$ cat config.mk
export PLATFORM = sky130hd
export DESIGN_NAME = pdma_chan_regs
export DESIGN_NICKNAME = d
export VERILOG_FILES = /design/src/rtl/pdma_chan_pkg.sv /design/src/rtl/pdma_addr_decode.sv /design/src/rtl/pdma_go_ctrl.sv /design/src/rtl/pdma_stat_latch.sv /design/src/rtl/pdma_chan_regs.sv
export SDC_FILE = /design/constraint.sdc
export NUM_CORES = 1
export LEC_CHECK = 0
export ABC_AREA = 1
export BUFFER_PORTS_ARGS = -buffer_cell sky130_fd_sc_hd__buf_4
export CAP_MARGIN = 20
export CORE_MARGIN = 4
export CORE_UTILIZATION = 35
export CTS_CLUSTER_SIZE = 8
export DETAILED_ROUTE_END_ITERATION = 8
export PLACE_DENSITY = 0.57
export SLEW_MARGIN = 20
export SYNTH_ARGS = -nofsm -noshare
export SYNTH_HDL_FRONTEND = slang
export SYNTH_SLANG_ARGS = --single-unit
$ cat constraint.sdc
create_clock -name clk -period 1.2 [get_ports clk]
set_input_delay 0.12 -clock clk [delete_from_list [all_inputs] [get_ports clk]]
set_output_delay 0.12 -clock clk [all_outputs]
set_load 0.05 [all_outputs]
$ cat src/rtl/pdma_chan_pkg.sv
// Package: shared register identifiers, offsets and bit positions for
// the packet DMA channel register front end.
// Assumes byte addressing and a 16-bit data path.
package pdma_chan_pkg;

    typedef enum logic [3:0] {
        RID_NONE,
        RID_CTRL,
        RID_STAT,
        RID_COUNT,
        RID_NEXT_LO,
        RID_NEXT_HI,
        RID_FIFO_IN,
        RID_FIFO_OUT,
        RID_LOCK
    } reg_id_e;

    localparam int unsigned OFS_CTRL     = 32'h00;
    localparam int unsigned OFS_STAT     = 32'h02;
    localparam int unsigned OFS_COUNT    = 32'h04;
    localparam int unsigned OFS_NEXT_LO  = 32'h0C;
    localparam int unsigned OFS_NEXT_HI  = 32'h0E;
    localparam int unsigned OFS_FIFO_IN  = 32'h14;
    localparam int unsigned OFS_FIFO_OUT = 32'h16;

    localparam int unsigned LOCK_ADDR = 32'hC7;
    localparam logic [7:0]  LOCK_KEY  = 8'h07;

    localparam int CB_MASK = 8;
    localparam int CB_GO   = 7;
    localparam int CB_RST  = 5;

    localparam int SB_PSD  = 6;
    localparam int SB_UIRQ = 4;
    localparam int SB_PERR = 0;

endpackage

$ cat src/rtl/pdma_addr_decode.sv
// Address decoder: maps a byte address to the register it selects.
// It finds the channel's bank from BANK_BASE, BANK_STRIDE and CHAN_IDX,
// and also recognises the chip-wide go enable register.
// Assumes the go enable address lies outside every channel bank.
module pdma_addr_decode
    import pdma_chan_pkg::*;
#(
    parameter int ADDR_W      = 8,
    parameter int BANK_BASE   = 128,
    parameter int BANK_STRIDE = 32,
    parameter int CHAN_IDX    = 0
) (
    input  logic [ADDR_W-1:0] addr_i,
    output reg_id_e           id_o
);
    localparam int unsigned BANK_LO = BANK_BASE + CHAN_IDX * BANK_STRIDE;
    localparam int unsigned BANK_HI = BANK_LO + BANK_STRIDE;

    logic [31:0] a32;
    logic [31:0] ofs;

    assign a32 = 32'(addr_i);
    assign ofs = a32 - BANK_LO;

    // Select the register addressed, or none.
    always_comb begin
        id_o = RID_NONE;
        if (a32 == LOCK_ADDR) begin
            id_o = RID_LOCK;
        end else if (a32 >= BANK_LO && a32 < BANK_HI) begin
            case (ofs)
                OFS_CTRL:     id_o = RID_CTRL;
                OFS_STAT:     id_o = RID_STAT;
                OFS_COUNT:    id_o = RID_COUNT;
                OFS_NEXT_LO:  id_o = RID_NEXT_LO;
                OFS_NEXT_HI:  id_o = RID_NEXT_HI;
                OFS_FIFO_IN:  id_o = RID_FIFO_IN;
                OFS_FIFO_OUT: id_o = RID_FIFO_OUT;
                default:      id_o = RID_NONE;
            endcase
        end
    end

endmodule

$ cat src/rtl/pdma_go_ctrl.sv
// Launch control: holds the sticky go enable and the packet-active flag,
// and produces the one-cycle launch pulse.
// Assumes the control write strobe is already decoded for this channel.
module pdma_go_ctrl (
    input  logic       clk,
    input  logic       rst_n,
    input  logic       ctrl_wr_i,
    input  logic       wgo_i,
    input  logic       wrst_i,
    input  logic       lock_wr_i,
    input  logic [7:0] lock_data_i,
    input  logic       done_i,
    output logic       go_pulse_o,
    output logic       active_o,
    output logic       lock_o
);
    import pdma_chan_pkg::*;

    logic lock_q;
    logic active_q;
    logic pulse_q;
    logic go_ok;

    // A start is accepted only when enabled, idle and not resetting.
    assign go_ok = ctrl_wr_i & wgo_i & ~wrst_i & lock_q & ~active_q;

    // Go enable: set by the key value, never cleared except by reset.
    always_ff @(posedge clk) begin
        if (!rst_n)
            lock_q <= 1'b0;
        else if (lock_wr_i && lock_data_i == LOCK_KEY)
            lock_q <= 1'b1;
    end

    // Packet-active flag and the launch pulse.
    always_ff @(posedge clk) begin
        if (!rst_n) begin
            active_q <= 1'b0;
            pulse_q  <= 1'b0;
        end else begin
            pulse_q <= go_ok;
            if (ctrl_wr_i && (wrst_i || !wgo_i))
                active_q <= 1'b0;
            else if (go_ok)
                active_q <= 1'b1;
            else if (done_i)
                active_q <= 1'b0;
        end
    end

    assign go_pulse_o = pulse_q;
    assign active_o   = active_q;
    assign lock_o     = lock_q;

    p_go_one_cycle_r4: assert property (@(posedge clk) disable iff (!rst_n)
        pulse_q |=> !pulse_q);
    p_go_sets_active_r4: assert property (@(posedge clk) disable iff (!rst_n)
        pulse_q |-> active_q);
    p_go_needs_lock_r3: assert property (@(posedge clk) disable iff (!rst_n)
        pulse_q |-> lock_q);
    p_lock_sticky_r3: assert property (@(posedge clk) disable iff (!rst_n)
        lock_q |=> lock_q);
    p_no_go_when_active_r5: assert property (@(posedge clk) disable iff (!rst_n)
        (ctrl_wr_i && active_q) |=> !pulse_q);

endmodule

$ cat src/rtl/pdma_stat_latch.sv
// Status latch: collects engine event flags into sticky bits.
// A read clears the bits; an event in the read cycle survives the clear.
// Drives the masked interrupt. Assumes hold_i covers engine reset.
module pdma_stat_latch #(
    parameter int STAT_W = 8
) (
    input  logic              clk,
    input  logic              rst_n,
    input  logic [STAT_W-1:0] ev_i,
    input  logic              hold_i,
    input  logic              rd_clr_i,
    input  logic              mask_i,
    output logic [STAT_W-1:0] stat_o,
    output logic              irq_o
);
    logic [STAT_W-1:0] stat_q;

    // Sticky event capture with clear on read.
    always_ff @(posedge clk) begin
        if (!rst_n || hold_i)
            stat_q <= '0;
        else if (rd_clr_i)
            stat_q <= ev_i;
        else
            stat_q <= stat_q | ev_i;
    end

    assign stat_o = stat_q;
    assign irq_o  = (|stat_q) & ~mask_i;

    p_rd_clears_r8: assert property (@(posedge clk) disable iff (!rst_n)
        (rd_clr_i && !hold_i && ev_i == '0) |=> stat_q == '0);
    p_ev_sticks_r8: assert property (@(posedge clk) disable iff (!rst_n)
        (ev_i != '0 && !hold_i) |=> stat_q != '0);

endmodule

$ cat src/rtl/pdma_chan_regs.sv
// Top: register front end of one packet DMA channel. It holds the
// control, count, pointer and threshold registers and returns read data
// one cycle after a read strobe. It joins the decoder, the launch
// control and the status latch. Assumes a single-cycle register bus.
module pdma_chan_regs
    import pdma_chan_pkg::*;
#(
    parameter int ADDR_W      = 8,
    parameter int DATA_W      = 16,
    parameter int STAT_W      = 8,
    parameter int BANK_BASE   = 128,
    parameter int BANK_STRIDE = 32,
    parameter int CHAN_IDX    = 0
) (
    input  logic                clk,
    input  logic                rst_n,
    input  logic                bus_wr,
    input  logic                bus_rd,
    input  logic [ADDR_W-1:0]   bus_addr,
    input  logic [DATA_W-1:0]   bus_wdata,
    output logic [DATA_W-1:0]   bus_rdata,
    output logic                bus_rvalid,
    input  logic                ev_perr,
    input  logic                ev_psd,
    input  logic                ev_uirq,
    input  logic                pkt_done,
    output logic                go_pulse,
    output logic                pkt_active,
    output logic                eng_reset,
    output logic [1:0]          xfer_mode,
    output logic                irq,
    output logic [DATA_W-1:0]   cpb_count,
    output logic [2*DATA_W-1:0] cpb_next,
    output logic [DATA_W-1:0]   fifo_in_thr,
    output logic [DATA_W-1:0]   fifo_out_thr
);
    localparam int PTR_W = 2 * DATA_W;

    reg_id_e           rid;
    logic              ctrl_wr;
    logic              mask_q;
    logic              rst_q;
    logic [1:0]        mode_q;
    logic [DATA_W-1:0] count_q;
    logic [PTR_W-1:0]  next_q;
    logic [DATA_W-1:0] fin_q;
    logic [DATA_W-1:0] fout_q;
    logic [STAT_W-1:0] ev_vec;
    logic [STAT_W-1:0] stat_w;
    logic              hold;
    logic              lock_w;
    logic [DATA_W-1:0] rd_mux;
    logic [DATA_W-1:0] rdata_q;
    logic              rvalid_q;

    pdma_addr_decode #(
        .ADDR_W(ADDR_W), .BANK_BASE(BANK_BASE),
        .BANK_STRIDE(BANK_STRIDE), .CHAN_IDX(CHAN_IDX)
    ) u_dec (
        .addr_i(bus_addr),
        .id_o  (rid)
    );

    assign ctrl_wr = bus_wr && rid == RID_CTRL;

    // Configuration registers written from the bus.
    always_ff @(posedge clk) begin
        if (!rst_n) begin
            mask_q  <= 1'b0;
            rst_q   <= 1'b0;
            mode_q  <= 2'b00;
            count_q <= '0;
            next_q  <= '0;
            fin_q   <= '0;
            fout_q  <= '0;
        end else if (bus_wr) begin
            case (rid)
                RID_CTRL: begin
                    mask_q <= bus_wdata[CB_MASK];
                    rst_q  <= bus_wdata[CB_RST];
                    mode_q <= bus_wdata[1:0];
                end
                RID_COUNT:    count_q <= bus_wdata;
                RID_NEXT_LO:  next_q[DATA_W-1:0] <= bus_wdata;
                RID_NEXT_HI:  next_q[PTR_W-1:DATA_W] <= bus_wdata;
                RID_FIFO_IN:  fin_q <= bus_wdata;
                RID_FIFO_OUT: fout_q <= bus_wdata;
                default: ;
            endcase
        end
    end

    pdma_go_ctrl u_go (
        .clk        (clk),
        .rst_n      (rst_n),
        .ctrl_wr_i  (ctrl_wr),
        .wgo_i      (bus_wdata[CB_GO]),
        .wrst_i     (bus_wdata[CB_RST]),
        .lock_wr_i  (bus_wr && rid == RID_LOCK),
        .lock_data_i(bus_wdata[7:0]),
        .done_i     (pkt_done),
        .go_pulse_o (go_pulse),
        .active_o   (pkt_active),
        .lock_o     (lock_w)
    );

    // Place engine events at their status bit positions.
    always_comb begin
        ev_vec          = '0;
        ev_vec[SB_PERR] = ev_perr;
        ev_vec[SB_UIRQ] = ev_uirq;
        ev_vec[SB_PSD]  = ev_psd;
    end

    assign hold = rst_q | (ctrl_wr & bus_wdata[CB_RST]);

    pdma_stat_latch #(.STAT_W(STAT_W)) u_stat (
        .clk     (clk),
        .rst_n   (rst_n),
        .ev_i    (ev_vec),
        .hold_i  (hold),
        .rd_clr_i(bus_rd && rid == RID_STAT),
        .mask_i  (mask_q),
        .stat_o  (stat_w),
        .irq_o   (irq)
    );

    // Read data selection from the current register values.
    always_comb begin
        rd_mux = '0;
        case (rid)
            RID_CTRL: begin
                rd_mux[CB_MASK] = mask_q;
                rd_mux[CB_RST]  = rst_q;
                rd_mux[1:0]     = mode_q;
            end
            RID_STAT:     rd_mux = DATA_W'(stat_w);
            RID_COUNT:    rd_mux = count_q;
            RID_NEXT_LO:  rd_mux = next_q[DATA_W-1:0];
            RID_NEXT_HI:  rd_mux = next_q[PTR_W-1:DATA_W];
            RID_FIFO_IN:  rd_mux = fin_q;
            RID_FIFO_OUT: rd_mux = fout_q;
            default:      rd_mux = '0;
        endcase
    end

    // Registered read return, one cycle after the strobe.
    always_ff @(posedge clk) begin
        if (!rst_n) begin
            rdata_q  <= '0;
            rvalid_q <= 1'b0;
        end else begin
            rvalid_q <= bus_rd;
            if (bus_rd)
                rdata_q <= rd_mux;
        end
    end

    assign bus_rdata    = rdata_q;
    assign bus_rvalid   = rvalid_q;
    assign eng_reset    = rst_q;
    assign xfer_mode    = mode_q;
    assign cpb_count    = count_q;
    assign cpb_next     = next_q;
    assign fifo_in_thr  = fin_q;
    assign fifo_out_thr = fout_q;

    p_rst_idle_r7: assert property (@(posedge clk) disable iff (!rst_n)
        rst_q |-> (!pkt_active && stat_w == '0 && !go_pulse));
    p_rst_blocks_go_r7: assert property (@(posedge clk) disable iff (!rst_n)
        (ctrl_wr && bus_wdata[CB_RST]) |=> !go_pulse);
    p_go_after_lock_r3: assert property (@(posedge clk) disable iff (!rst_n)
        go_pulse |-> lock_w);

endmodule

Word-level counts from Yosys, hierarchy flattened --
Index checks and enable logic that the tools add are counted.
Storage, ports and cells: word-level logic and storage cells 79, input port bits 32, register bits 112, output and inout bits 103
Cells by class: equal/unequal tests 16, bitwise gates (word level) 12, mux-type cells 12, magnitude comparators 2, $add $sub $neg 1, reduce and logical (&&, ||, !) cells 21
Operators with widths (number):
- $eq 32x4->1 const B | 2
- $eq 32x5->1 const B | 2
- $pmux 7 s5 | 1
- $eq 32x2->1 const B | 1
- $eq 32x3->1 const B | 1
- $logic_not 32->1 | 1
- $pmux 3 s7 | 1
- $pmux 3 s6 | 1
- $eq 4x3->1 const B | 4
- $pmux 2 s7 | 1
- $pmux 2 s6 | 1
- $reduce_and 2->1 | 6
- $sub 8x8->9 const B | 1
- $eq 4x2->1 const B | 2
- $eq 8x3->1 const B | 1
- $eq 8x8->1 const B | 1
- $ge 8x8->1 const B | 1
- $lt 8x8->1 const B | 1
- $mux 4 | 2
- $or 8x7->8 | 1
- $reduce_or 8->1 | 1
- $mux 7 | 1
- $pmux 1 s7 | 1
- $and 1x1->1 | 6
- other kinds (11) | 23

Depth between registers and ports, before layout --
depth after elaboration 12, gate-level depth with buffers 11, depth with buffers taken out 9

Hierarchy --
A second synthesis with hierarchy kept.
Unflattened totals: cells, all modules 727, area total of the unflattened synthesis 5041.1 sq um
By module, submodules not included:
- pdma_chan_regs | times used 1, area an instance 4455.5 sq um, sequential area each 2021.9 sq um, cells each 632
- pdma_stat_latch | times used 1, area an instance 274.0 sq um, sequential area each 160.2 sq um, cells each 35
- pdma_go_ctrl | times used 1, area an instance 162.7 sq um, sequential area each 60.1 sq um, cells each 25
- pdma_addr_decode | times used 1, area an instance 148.9 sq um, sequential area each 0.0 sq um, cells each 35

Worst setup path before layout --
No wires, ideal clock.
kind register to register, start point register count_q[8], in the netlist cpb_count[8], end point register rdata_q[8], in the netlist bus_rdata[8], arrival 1.112 ns, path slack 0.018 ns, path buffers 0, library setup time 0.070 ns, clock period less this slack 1.182 ns, stages on the path, launching flop included 7, required time 1.130 ns, path through dfxtp_1 -> inv_1 -> o21ai_0 -> inv_1 -> nand2_1 -> nand2_1 -> a21oi_1
Between the ends: cells in the longest elaborated chain, start to end 1
Ends and longest elaborated chain:
- from (decl) | line pdma_chan_regs.sv:44 | logic [DATA_W-1:0] count_q;
- from (signal assigned) | line pdma_chan_regs.sv:83 | RID_COUNT: count_q <= bus_wdata;
- $pmux 1 s6 | line pdma_chan_regs.sv:131 | case (rid)
- to (signal assigned) | line pdma_chan_regs.sv:155 | rdata_q <= rd_mux;
- to (decl) | line pdma_chan_regs.sv:53 | logic [DATA_W-1:0] rdata_q;
No other way between the ends. A chain may end at the register's enable or synchronous reset.

Worst setup path after layout --
start point register u_stat.stat_q[0], in the netlist u_stat.stat_o[0], end point output irq
Between the ends: cells in the longest elaborated chain, start to end 2
Ends and longest elaborated chain:
- from (decl) | line pdma_stat_latch.sv:16 | logic [STAT_W-1:0] stat_q;
- from (signal assigned) | line pdma_stat_latch.sv:23 | stat_q <= ev_i;
- from (signal assigned) | line pdma_stat_latch.sv:25 | stat_q <= stat_q | ev_i;
- $reduce_or 8->1 | line pdma_stat_latch.sv:29 | assign irq_o = (|stat_q) & ~mask_i;
- $and 1x1->1 | line pdma_stat_latch.sv:29
- to (decl) | line pdma_chan_regs.sv:31 | output logic irq,
No other way between the ends.

==> flow_metrics.tcl <==
set metrics [dict create \
    status "finished with violations" \
    violations "hold timing" \
    netlist.top_cell.by_area "dfxtp_1" \
    clock_sinks 107 \
    rsz0062_at_grt "true" \
    synth_edf_count 0 \
    grt_pass1_wl_um 25600 \
    synthAdderAreaFrac_pct 0 \
    synthTopCellsByArea "dfxtp_1 (45%), nand2_1 (11%), a21oi_1 (11%)" \
    gp_congestion 0.871 \
    wl_per_cell_um 16.0 \
    vias_per_cell 4.91 \
    period_share_pct 98.2 \
    power.leakage_nw 2.85 \
    initial_core_util_pct 35.8 \
    slowest_stage "dfxtp_2" \
    dp.final_hpwl_um 12400 \
    drt_iter0_drc 260 \
    synth.avg_cell_area_um2 7.07 \
    synth_mux_area_share_pct 0 \
    hold_violations 1 \
    drive_gt1_share_pct 26.6 \
    worstSetupStartpointType "flop" \
    ctsHtreeMaxLevel 3 \
    holdPathStages 3 \
    ff2ff_setup_slack_ns 0.20 \
    finalWirelength_um 16100 \
    cp.required_ns 1.08 \
    r2r_start "eng_reset" \
    synth_seq_cells 107 \
    multi_input_area_mm2 0.00211 \
    grt_antenna_before_repair 0 \
    antennaDiodeCount 0 \
    vias 4938 \
    peakVddDrop_mv 0.589 \
    slew_viol_final 0 \
    rows 42 \
    holdPathEnd "u_stat.stat_o[0]" \
    report.power.total_mw 7.18 \
    fin_crit_ns 1.18 \
    fillers 1343 \
    seq_area_frac_synth_pct 44.9 \
    synthSimpleGateAreaFrac_pct 26.3 \
    power_density_mw_per_mm2 1090 \
    die_h_um 125 \
    syn_nets 706 \
    grt_max_degree 33 \
    synth_common_cells "nand2_1 (138), dfxtp_1 (107), a21oi_1 (103)" \
    slowest_delay_ns 0.35 \
    synth_top_family_by_area "simple AND/OR/NAND/NOR gates" \
    reg2reg_depth 6 \
    cts_made_buffers 9 \
    io_buffers 134 \
    max_freq_mhz 849 \
    dieArea_mm2 0.0155 \
    ant_nets 0 \
    coreArea_mm2 0.0133 \
    worstMarginPinSlew_ns 0.362 \
    root_buffer "clkbuf_16" \
    path_buf_inv 1 \
    dpl_cell_area_mm2 0.00621 \
    finalSetupTns_ns 0 \
    syn_area_mm2 0.00477 \
    maxCapViolCount 0 \
    clk_latency_ns 0.36 \
    io_pins 135 \
    overflow 0 \
    final_nets 857 \
    path_clk_slew_ns 0.07 \
    design_area_mm2 0.00661 \
    clock_path_buffers 2 \
    arrival_ns 1.06 \
    setup.worst_path.end_class "primary output" \
    grt_pass1_vias 4762 \
    hold_slack_ns -0.000486 \
    synth_compound_area_share_pct 17.7 \
    area_growth_pct 38.7 \
    synthXorXnorAreaFrac_pct 0 \
    drtPass1Iterations 4 \
    hp-start "ev_perr" \
    final-setup-viol-count 0 \
    worstPathMaxFanout 3 \
    critPathKind "flop to primary output" \
    max-slew-margin-rel_pct 75.8 \
    die_w_um 125 \
    synth_flop_cell "dfxtp_1" \
    grt_usage_pct 20.7 \
    synth.most_common_cell "nand2_1" \
    crit_chain "nor3_2 -> nor2_1 -> buf_6" \
    hp-class "primary input to flop" \
    synth_cells 674 \
    worst_path_dominant_cell_family "flip-flops" \
    r2r-end "bus_rdata[5]" \
    yosys_warnings 0 \
    drc 0 \
    ys_types 25 \
    skew_ns 0.00812 \
    cts_tree "yes" \
    async_flop_share_pct 0 \
    synth_top_area_share_pct 44.9 \
    regArea_mm2 0.00215 \
]
## registers in the layout, summed over array words and instances, names as in the netlist
register	cells
mask_q	1
bus_rdata	16
u_stat.stat_o	3
fifo_in_thr	16
u_go.go_pulse_o	1
cpb_next	32
cpb_count	16
xfer_mode	2
u_go.active_o	1
bus_rvalid	1
u_go.lock_o	1
fifo_out_thr	16
eng_reset	1
## cell type report
cell class | count | share of cell area, %
Tap cell | 176 | 3.33
Inverter | 80 | 4.62
Multi-Input combinational cell | 446 | 31.9
Clock buffer | 10 | 3.62
Sequential cell | 107 | 32.5
Timing Repair Buffer | 181 | 23.1
Clock inverter | 6 | 0.946
## worst register-to-register path, stage by stage (launching register included)
cell,delay [ns]
dfxtp_1,0.40
nand3_1,0.15
nand2_1,0.10
nor2_1,0.04
nand2_1,0.08
nand2_1,0.05
a21oi_1,0.11
## metal layers
layer | share of wire (%) | vias to the layer above | global-route usage, %
met4 | 1.7 | 0 | 7.22
met5 | 0 | - | 0
li1 | - | 2495 | -
met3 | 5.9 | 21 | 3.86
met1 | 42 | 2277 | 25.8
met2 | 50 | 145 | 35.9
## through the flow
stage / hold slack (ns) / instances / setup WS [ns] / util (%)
floorplan: 0.252 / 674 / 0.0178 / -
global placement: 0.343 / 981 / -0.262 / 46.7
detailed placement: 0.349 / 981 / -0.309 / 46.7
CTS: 0.0000953 / 1001 / 0.00258 / 49.3
global route: 0.00169 / 1006 / -0.0337 / 49.7
finish: -0.000486 / 1006 / 0.0222 / 49.7
## cells by family (layout without fill, tap and decap cells)
family,count (synthesis),in the layout
buffers and inverters,121,277
AND/OR/NAND/NOR,277,277
AO/OA/AOI/OAI,169,169
flip-flops,107,107
## how the worst max path moves through the flow
| stage | start | to | slack (ns) | depth (start not counted) |
|---|---|---|---|---|
| after floorplan | cpb_count[8] | bus_rdata[8] | 0.02 | 6 |
| after global placement | bus_addr[5] | cpb_next[4] | -0.26 | 9 |
| after detailed placement | bus_addr[5] | cpb_next[11] | -0.31 | 9 |
| after CTS | u_stat.stat_o[0] | irq | 0.003 | 3 |
| after global routing | u_stat.stat_o[6] | irq | -0.03 | 3 |
| final | u_stat.stat_o[0] | irq | 0.02 | 3 |
## cells in the final DEF, fill, tap and decap left out, types with 4 or more instances in the layout
master / count
nand3_1: 81
inv_1: 75
nand2_2: 6
dfxtp_1: 104
o21ai_1: 21
clkbuf_16: 9
nor2_4: 4
a21oi_1: 103
o21ai_0: 45
buf_4: 163
nand2_1: 137
buf_12: 13
nor2_1: 35
## power by group
part / internal, mW / total, mW / switching, mW
Clock: 1.68 / 3.06 / 1.38
Sequential: 3.56 / 3.58 / 0.0115
Combinational: 0.208 / 0.541 / 0.333
## what timing repair did
action,in CTS,in global routing
buffers inserted,1,5
gates resized for setup,5,3
hold endpoints to repair,3,0
hold buffers,3,0
setup endpoints to repair,1,29
pin swaps,0,2
(Power assumes the default switching activity.)
